## config.mk

```make
export PLATFORM = sky130hd
export DESIGN_NAME = bin_pool_unit
export DESIGN_NICKNAME = d
export VERILOG_FILES = /design/src/rtl/binpool_pkg.sv /design/src/rtl/thr_compare.sv /design/src/rtl/or_pool.sv /design/src/rtl/bin_pool_unit.sv
export SDC_FILE = /design/constraint.sdc
export NUM_CORES = 1
export LEC_CHECK = 0
export CAP_MARGIN = 0
export CELL_PAD_IN_SITES_DETAIL_PLACEMENT = 1
export CELL_PAD_IN_SITES_GLOBAL_PLACEMENT = 1
export CORE_MARGIN = 8
export CORE_UTILIZATION = 30
export DETAILED_ROUTE_END_ITERATION = 12
export HOLD_SLACK_MARGIN = 0.03
export PLACE_DENSITY = 0.78
export SLEW_MARGIN = 30
export SYNTH_ARGS = -nofsm -noshare
export SYNTH_HDL_FRONTEND = slang
export SYNTH_SLANG_ARGS = --single-unit
```

## constraint.sdc

```tcl
create_clock -name clk -period 1.8 [get_ports clk]
set_input_delay 0.36 -clock clk [delete_from_list [all_inputs] [get_ports clk]]
set_output_delay 0.36 -clock clk [all_outputs]
set_load 0.02 [all_outputs]
```

## src/rtl/binpool_pkg.sv

```systemverilog
package binpool_pkg;

    // Position of an input pixel inside its 2x2 pooling window
    typedef enum logic [1:0] {
        WIN_UL = 2'b00,
        WIN_UR = 2'b01,
        WIN_LL = 2'b10,
        WIN_LR = 2'b11
    } win_pos_e;

    function automatic win_pos_e win_pos(input logic row_odd, input logic col_odd);
        return win_pos_e'({row_odd, col_odd});
    endfunction

endpackage

```

## src/rtl/thr_compare.sv

```systemverilog
module thr_compare #(
    parameter int ACC_W = 12,
    parameter int COL_W = 4
) (
    input  logic                    clk,
    input  logic                    rst_n,
    input  logic                    in_valid,
    input  logic signed [ACC_W-1:0] in_sum,
    input  logic signed [ACC_W-1:0] in_thr,
    input  logic                    in_neg,
    input  logic                    in_pool,
    input  logic                    in_start,
    input  logic                    in_row_odd,
    input  logic [COL_W-1:0]        in_col,
    output logic                    vld_q,
    output logic                    bin_q,
    output logic                    pool_q,
    output logic                    start_q,
    output logic                    row_odd_q,
    output logic [COL_W-1:0]        col_q
);

    typedef struct packed {
        logic             vld;
        logic             bin;
        logic             pool;
        logic             start;
        logic             row_odd;
        logic [COL_W-1:0] col;
    } cmp_st_t;

    cmp_st_t st_d, st_q;
    logic    at_or_above, at_or_below;

    always_comb begin
        at_or_above   = (in_sum >= in_thr);
        at_or_below   = (in_sum <= in_thr);
        st_d          = st_q;
        st_d.vld      = in_valid;
        st_d.bin      = in_valid & (in_neg ? at_or_below : at_or_above);
        st_d.pool     = in_pool;
        st_d.start    = in_start;
        st_d.row_odd  = in_row_odd;
        st_d.col      = in_col;
    end

    always_ff @(posedge clk or negedge rst_n) begin
        if (!rst_n) st_q <= '0;
        else        st_q <= st_d;
    end

    assign vld_q     = st_q.vld;
    assign bin_q     = st_q.bin;
    assign pool_q    = st_q.pool;
    assign start_q   = st_q.start;
    assign row_odd_q = st_q.row_odd;
    assign col_q     = st_q.col;


    pos_dir_chk: assert property (@(posedge clk) disable iff (!rst_n)
        (in_valid && !in_neg) |=> (bin_q == ($past(in_sum) >= $past(in_thr))));


    neg_dir_chk: assert property (@(posedge clk) disable iff (!rst_n)
        (in_valid && in_neg) |=> (bin_q == ($past(in_sum) <= $past(in_thr))));

endmodule

```

## src/rtl/or_pool.sv

```systemverilog
module or_pool
    import binpool_pkg::*;
#(
    parameter int MAX_COLS = 16,
    parameter int COL_W    = $clog2(MAX_COLS)
) (
    input  logic             clk,
    input  logic             rst_n,
    input  logic             vld,
    input  logic             bin,
    input  logic             pool,
    input  logic             start,
    input  logic             row_odd,
    input  logic [COL_W-1:0] col,
    output logic             out_valid,
    output logic             out_bit
);

    localparam int OUT_COLS = MAX_COLS / 2;
    localparam int OC_W     = COL_W - 1;

    typedef struct packed {
        logic [OUT_COLS-1:0] part;
        logic                ov;
        logic                ob;
    } pool_st_t;

    pool_st_t            st_d, st_q;
    logic [OC_W-1:0]     pair;
    logic [OUT_COLS-1:0] hit;
    logic [OUT_COLS-1:0] base;
    logic                base_bit;
    win_pos_e            pos;

    assign pair = col[COL_W-1:1];

    for (genvar g = 0; g < OUT_COLS; g++) begin : g_hit
        assign hit[g] = (pair == OC_W'(g));
    end

    always_comb begin
        st_d     = st_q;
        st_d.ov  = 1'b0;
        st_d.ob  = 1'b0;
        base     = start ? '0 : st_q.part;
        base_bit = |(base & hit);
        pos      = win_pos(row_odd, col[0]);
        st_d.part = base;
        if (vld && pool) begin
            for (int i = 0; i < OUT_COLS; i++) begin
                if (hit[i]) begin
                    unique case (pos)
                        WIN_UL:         st_d.part[i] = bin;
                        WIN_UR, WIN_LL: st_d.part[i] = base[i] | bin;
                        WIN_LR:         st_d.part[i] = 1'b0;
                    endcase
                end
            end
            if (pos == WIN_LR) begin
                st_d.ov = 1'b1;
                st_d.ob = base_bit | bin;
            end
        end else if (vld) begin
            st_d.ov = 1'b1;
            st_d.ob = bin;
        end
    end

    always_ff @(posedge clk or negedge rst_n) begin
        if (!rst_n) st_q <= '0;
        else        st_q <= st_d;
    end

    assign out_valid = st_q.ov;
    assign out_bit   = st_q.ob;


    bypass_pass_chk: assert property (@(posedge clk) disable iff (!rst_n)
        (vld && !pool) |=> (out_valid && out_bit == $past(bin)));


    pool_emit_chk: assert property (@(posedge clk) disable iff (!rst_n)
        (vld && pool && row_odd && col[0]) |=> out_valid);


    pool_gap_chk: assert property (@(posedge clk) disable iff (!rst_n)
        (vld && pool && !(row_odd && col[0])) |=> !out_valid);


    start_clear_chk: assert property (@(posedge clk) disable iff (!rst_n)
        (start && vld && pool && row_odd && col[0]) |=> (out_bit == $past(bin)));


    idle_quiet_chk: assert property (@(posedge clk) disable iff (!rst_n)
        !vld |=> !out_valid);

endmodule

```

## src/rtl/bin_pool_unit.sv

```systemverilog
module bin_pool_unit #(
    parameter int ACC_W    = 12,
    parameter int MAX_COLS = 16,
    localparam int COL_W   = $clog2(MAX_COLS)
) (
    input  logic                    clk,
    input  logic                    rst_n,
    input  logic                    layer_start,
    input  logic                    in_valid,
    input  logic signed [ACC_W-1:0] in_sum,
    input  logic signed [ACC_W-1:0] in_thr,
    input  logic                    in_neg,
    input  logic                    pool_en,
    input  logic                    row_odd,
    input  logic [COL_W-1:0]        col_idx,
    output logic                    out_bit,
    output logic                    out_valid
);

    logic             s1_vld, s1_bin, s1_pool, s1_start, s1_row_odd;
    logic [COL_W-1:0] s1_col;

    thr_compare #(
        .ACC_W (ACC_W),
        .COL_W (COL_W)
    ) u_cmp (
        .clk        (clk),
        .rst_n      (rst_n),
        .in_valid   (in_valid),
        .in_sum     (in_sum),
        .in_thr     (in_thr),
        .in_neg     (in_neg),
        .in_pool    (pool_en),
        .in_start   (layer_start),
        .in_row_odd (row_odd),
        .in_col     (col_idx),
        .vld_q      (s1_vld),
        .bin_q      (s1_bin),
        .pool_q     (s1_pool),
        .start_q    (s1_start),
        .row_odd_q  (s1_row_odd),
        .col_q      (s1_col)
    );

    or_pool #(
        .MAX_COLS (MAX_COLS),
        .COL_W    (COL_W)
    ) u_pool (
        .clk       (clk),
        .rst_n     (rst_n),
        .vld       (s1_vld),
        .bin       (s1_bin),
        .pool      (s1_pool),
        .start     (s1_start),
        .row_odd   (s1_row_odd),
        .col       (s1_col),
        .out_valid (out_valid),
        .out_bit   (out_bit)
    );


    reset_idle_chk: assert property (@(posedge clk)
        !rst_n |=> (!out_valid && !out_bit));

endmodule

```

-- Word level (Yosys, flattened, before mapping)
Cells that the tools add are included.
- $lt $le $gt $ge: 2
- eq/ne operators: 10
- multiplexer cells: 22
- bitwise operators: 11
- reduce and logical (&&, ||, !) cells: 5
- operators with widths (kind ; count):
    $pmux 1 s3 ; 8
    $mux 8 ; 2
    $eq 3x3->1 const B ; 4
    $ge 12x12->1 ; 1
    $le 12x12->1 ; 1
    $mux 1 ; 9
    $or 1x1->1 ; 9
    $and 8x8->8 ; 1
    $reduce_or 8->1 ; 1
    $eq 3x2->1 const B ; 2
    $mux 2 ; 3
    $eq 2x2->1 const B ; 2
    $eq 3x1->1 const B ; 1
    $logic_not 3->1 ; 1
    $eq 2x1->1 const B ; 1
    $logic_not 2->1 ; 1
    $reduce_or 2->1 ; 1
    $and 1x1->1 ; 1
    $logic_and 1x1->1 ; 1
- flip-flop bits (word level): 19
- input bits: 35
- logic and storage cells: 59

-- Longest topological paths before layout
- word-level depth: 6
- gate-level depth with buffers: 7
- mapped depth without buffers: 7

-- Modules after synthesis
Synthesis repeated with hierarchy kept, for this count alone.
- cell total of the unflattened synthesis: 116
- area total of the unflattened synthesis: 1157.4 um^2
- modules (own cells, without submodules) (module ; times used ; cells each ; area an instance (um^2)):
    thr_compare ; 1 ; 58 ; 588.1
    or_pool ; 1 ; 58 ; 569.3

-- Worst setup path after synthesis
OpenSTA, ideal clock, no wires.
- path kind: input to register
- start point: input port in_thr[11]
- end point: register u_cmp.st_q, in the netlist u_cmp.bin_q
- library setup time: 0.080 ns
- arrival: 1.428 ns
- path slack: 0.292 ns
- stages: 6
- path buffers: 0
- cells stage by stage: inv_1 ha_1 nand4_2 nor4_4 o31ai_1 nor3b_2
- RTL lines (element ; line ; source):
    from (decl) ; bin_pool_unit.sv:11 ; input logic signed [ACC_W-1:0] in_thr,
    to (signal assigned) ; thr_compare.sv:49 ; else st_q <= st_d;
    to (decl) ; thr_compare.sv:32 ; cmp_st_t st_d, st_q;

==> impl_metrics.csv <==
group,metric,value,unit
power,power.density,549,mW/mm^2
setup_path,endpoint_kind,"flip-flop",
final_layout,area_growth,58.5,%
placed_design,place_area,0.00163,mm^2
clock_network,clkLatencyLatePin,250,ps
grt,grt_pass1_vias,1251,
synthesis,synth_fp_nets,176,
setup_path,slowest_delay,450,ps
flow_run,cap_violations,0,
timing,period_share,98.5,%
synthesis,synth.ff_latch_count,19,
clock_network,cts_buffers,3,
grt,antenna_found_initial,0,
setup_path,r2r-start,"u_cmp.row_odd_q$_DFF_PN0_",
final_layout,antennaDiodeCount,0,
setup_path,cp.arrival,1950,ps
power,max-vdd-ir-drop,0.000271,V
timing,tightest_slew,392,ps
floorplan,fp.coreArea,0.00391,mm^2
detailed_routing,drt-pass1-iter-count,4,
grt,globalRouteTotalUtil,10.8,%
grt,gr-usage-met1,10.8,%
detailed_routing,avgViaCountPerCell,4.88,
floorplan,initial_utilization,30.4,%
setup_path,slowest_stage,"clkdlybuf4s50_1",
clock_network,htreeDepth,1,
setup_path,reg2reg_depth,5,
clock_network,root_buffer,"clkbuf_8",
timing,max_slew_margin,73.9,%
floorplan,rows,23,
final_layout,stdcell_count,219,
timing,drv_slew,0,
floorplan,die_height,79.0,um
clock_network,cts_sinks,19,
setup_path,cp-start-kind,"input port",
floorplan,io_pins,37,
detailed_routing,detail-route-antenna-nets,0,
placed_design,port_buffers,36,
grt,grt-ovfl-total,0,
final_layout,final_nets,219,
final_layout,drive_above_1_share,26.0,%
synthesis,netlist_instances,127,
timing,setup_tns,0,ps
clock_network,clk_path_buf_depth,2,
run_status,run_status,"complete, no violations",
placed_design,hpwlAfterDp,2810,um
detailed_routing,drt_wl_total,3600,um
timing,max_freq,564,MHz
synthesis,synth_enable_flop_cells,0,
setup_path,crit_top_cell,"nand4_1",
grt,grt_use_met3,2.82,%
clock_network,cts_tree,"built",
detailed_routing,wl_per_cell,16.4,um
setup_path,path_max_fanout,2,
setup_path,crit_type,"in -> reg",
grt,grt_first_pass_wirelength,5500,um
synthesis,syn_area,0.00119,mm^2
setup_path,cp_cell_sequence,"clkdlybuf4s50_1, ha_4, nand4_1, nor2_1, o21ai_2, buf_4, nand4_1, nor3b_2",
timing,timing.hold.ws,447,ps
floorplan,die_area,0.00624,mm^2
synthesis,ys_warn_count,0,
power,cellLeakagePower,0.891,nW
detailed_routing,drc_errors,0,
grt,grt_use_met2,21.4,%
final_layout,final_cell_mix,"a21oi_1 (21), clkdlybuf4s50_1 (21), dfrtp_1 (19)",
detailed_routing,vias,1069,
detailed_routing,drtIter0Drc,29,
synthesis,synth-main-ff-cell,"dfrtp_1",
synthesis,synth_area_per_cell,9.37,um^2
grt,grt_max_degree,20,
placed_design,place_congestion,0.732,
final_layout,fin_area,0.00189,mm^2
setup_path,r2r_slack,240,ps
timing,skew,5.91,ps
timing,hold_viol_final,0,
setup_path,rr_endpoint,"u_pool.st_q[9]$_DFF_PN0_",
timing,min_period,1770,ps
placed_design,place_inst,215,
floorplan,fp.dieW,79.0,um
synthesis,postSynth.asyncResetShare,100,%
timing,finalSetupViolCount,0,
setup_path,worstPathRequired,1970,ps
synthesis,ys_types,30,
min_path,hold_path_class,"in -> async",
grt,busiest_layer,"met2",
clock_network,clkTransAtPathRegs,70,ps
synthesis,seq_area_frac_synth,40.0,%
[cell usage after synthesis (all sizes together) (3+ instances only)]
cell / instances / area (um^2)
a21oi: 21 / 105
dfrtp: 19 / 475
ha: 14 / 175
inv: 18 / 67.6
nand2: 7 / 26.3
nand3: 7 / 40.0
nand4: 3 / 25.0
nor2: 4 / 15.0
nor2b: 10 / 62.6
o21ai: 6 / 30.0
[repair_timing]
action,4_1_cts,5_1_grt
hold buffers,0,0
endpoints found under the setup margin,1,1
buffers inserted,0,0
pin swaps,4,9
resized for setup,15,31
[worst max-delay path, delay by kind of cell]
| family | cells | cell delay, ps |
|---|---|---|
| and+or+nand+nor | 4 | 620 |
| buffers and inverters | 2 | 580 |
| adders and majority gates | 1 | 280 |
| AOI/OAI and AO/OA | 1 | 90 |
[layer usage]
layer | up-vias | wire length (um)
met2 | 28 | 2060
met5 | - | 0
met3 | 4 | 135
met1 | 521 | 1370
met4 | 0 | 35
li1 | 516 | -
[worst max-delay path by stage]
stage	start	to	slack [ps]	cells after the start
2_1_floorplan	in_thr[11]	u_cmp.bin_q$_DFF_PN0_	290	6
3_3_place_gp	in_thr[5]	u_cmp.bin_q$_DFF_PN0_	-210	8
3_5_place_dp	in_thr[5]	u_cmp.bin_q$_DFF_PN0_	-300	8
4_1_cts	in_thr[3]	u_cmp.bin_q$_DFF_PN0_	4	9
5_1_grt	in_sum[6]	u_cmp.bin_q$_DFF_PN0_	-40	8
6_report	in_sum[6]	u_cmp.bin_q$_DFF_PN0_	30	8
[cells by family after synthesis]
kind of cell,synth area share (%)
XOR/XNOR,0.736
buffers and inverters,7.04
adder cells (fa/ha/maj),14.7
AO/OA/AOI/OAI,15.1
multiplexers,0.946
AND/OR/NAND/NOR,21.5
flip-flops,40.0
[area by class of cell]
cell class | count | area, um^2
Timing Repair Buffer | 40 | 432
Multi-Input combinational cell | 88 | 803
Fill cell | 460 | 2030
Clock buffer | 4 | 45.0
Tap cell | 50 | 62.6
Sequential cell | 19 | 475
Inverter | 18 | 67.6
[where the power goes]
group	internal [mW]	leakage, nW	switching [mW]
logic	0.156	0.625	0.128
clock network	0.157	0.0228	0.132
registers	0.445	0.243	0.0179
total	0.758	0.891	0.278
[metrics by stage]
stage | worst slack, ps | power, mW | util, %
2_1_floorplan | 292 | 0.572 | -
6_report | 26.6 | 1.04 | 48.2
5_1_grt | -37.6 | 1.08 | 48.2
4_1_cts | 4.07 | 1.02 | 45.7
3_5_place_dp | -298 | 0.699 | 41.6
3_3_place_gp | -206 | 0.682 | 41.6
[sequential cells by signal, summed over array words and instances, names as in the netlist]
register	flops
u_pool.st_q	8
u_cmp.col_q	4
u_cmp.bin_q	1
u_cmp.pool_q	1
u_cmp.row_odd_q	1
u_cmp.start_q	1
u_cmp.vld_q	1
u_pool.out_bit	1
u_pool.out_valid	1
Note: power is estimated with default switching activity, not from simulation.
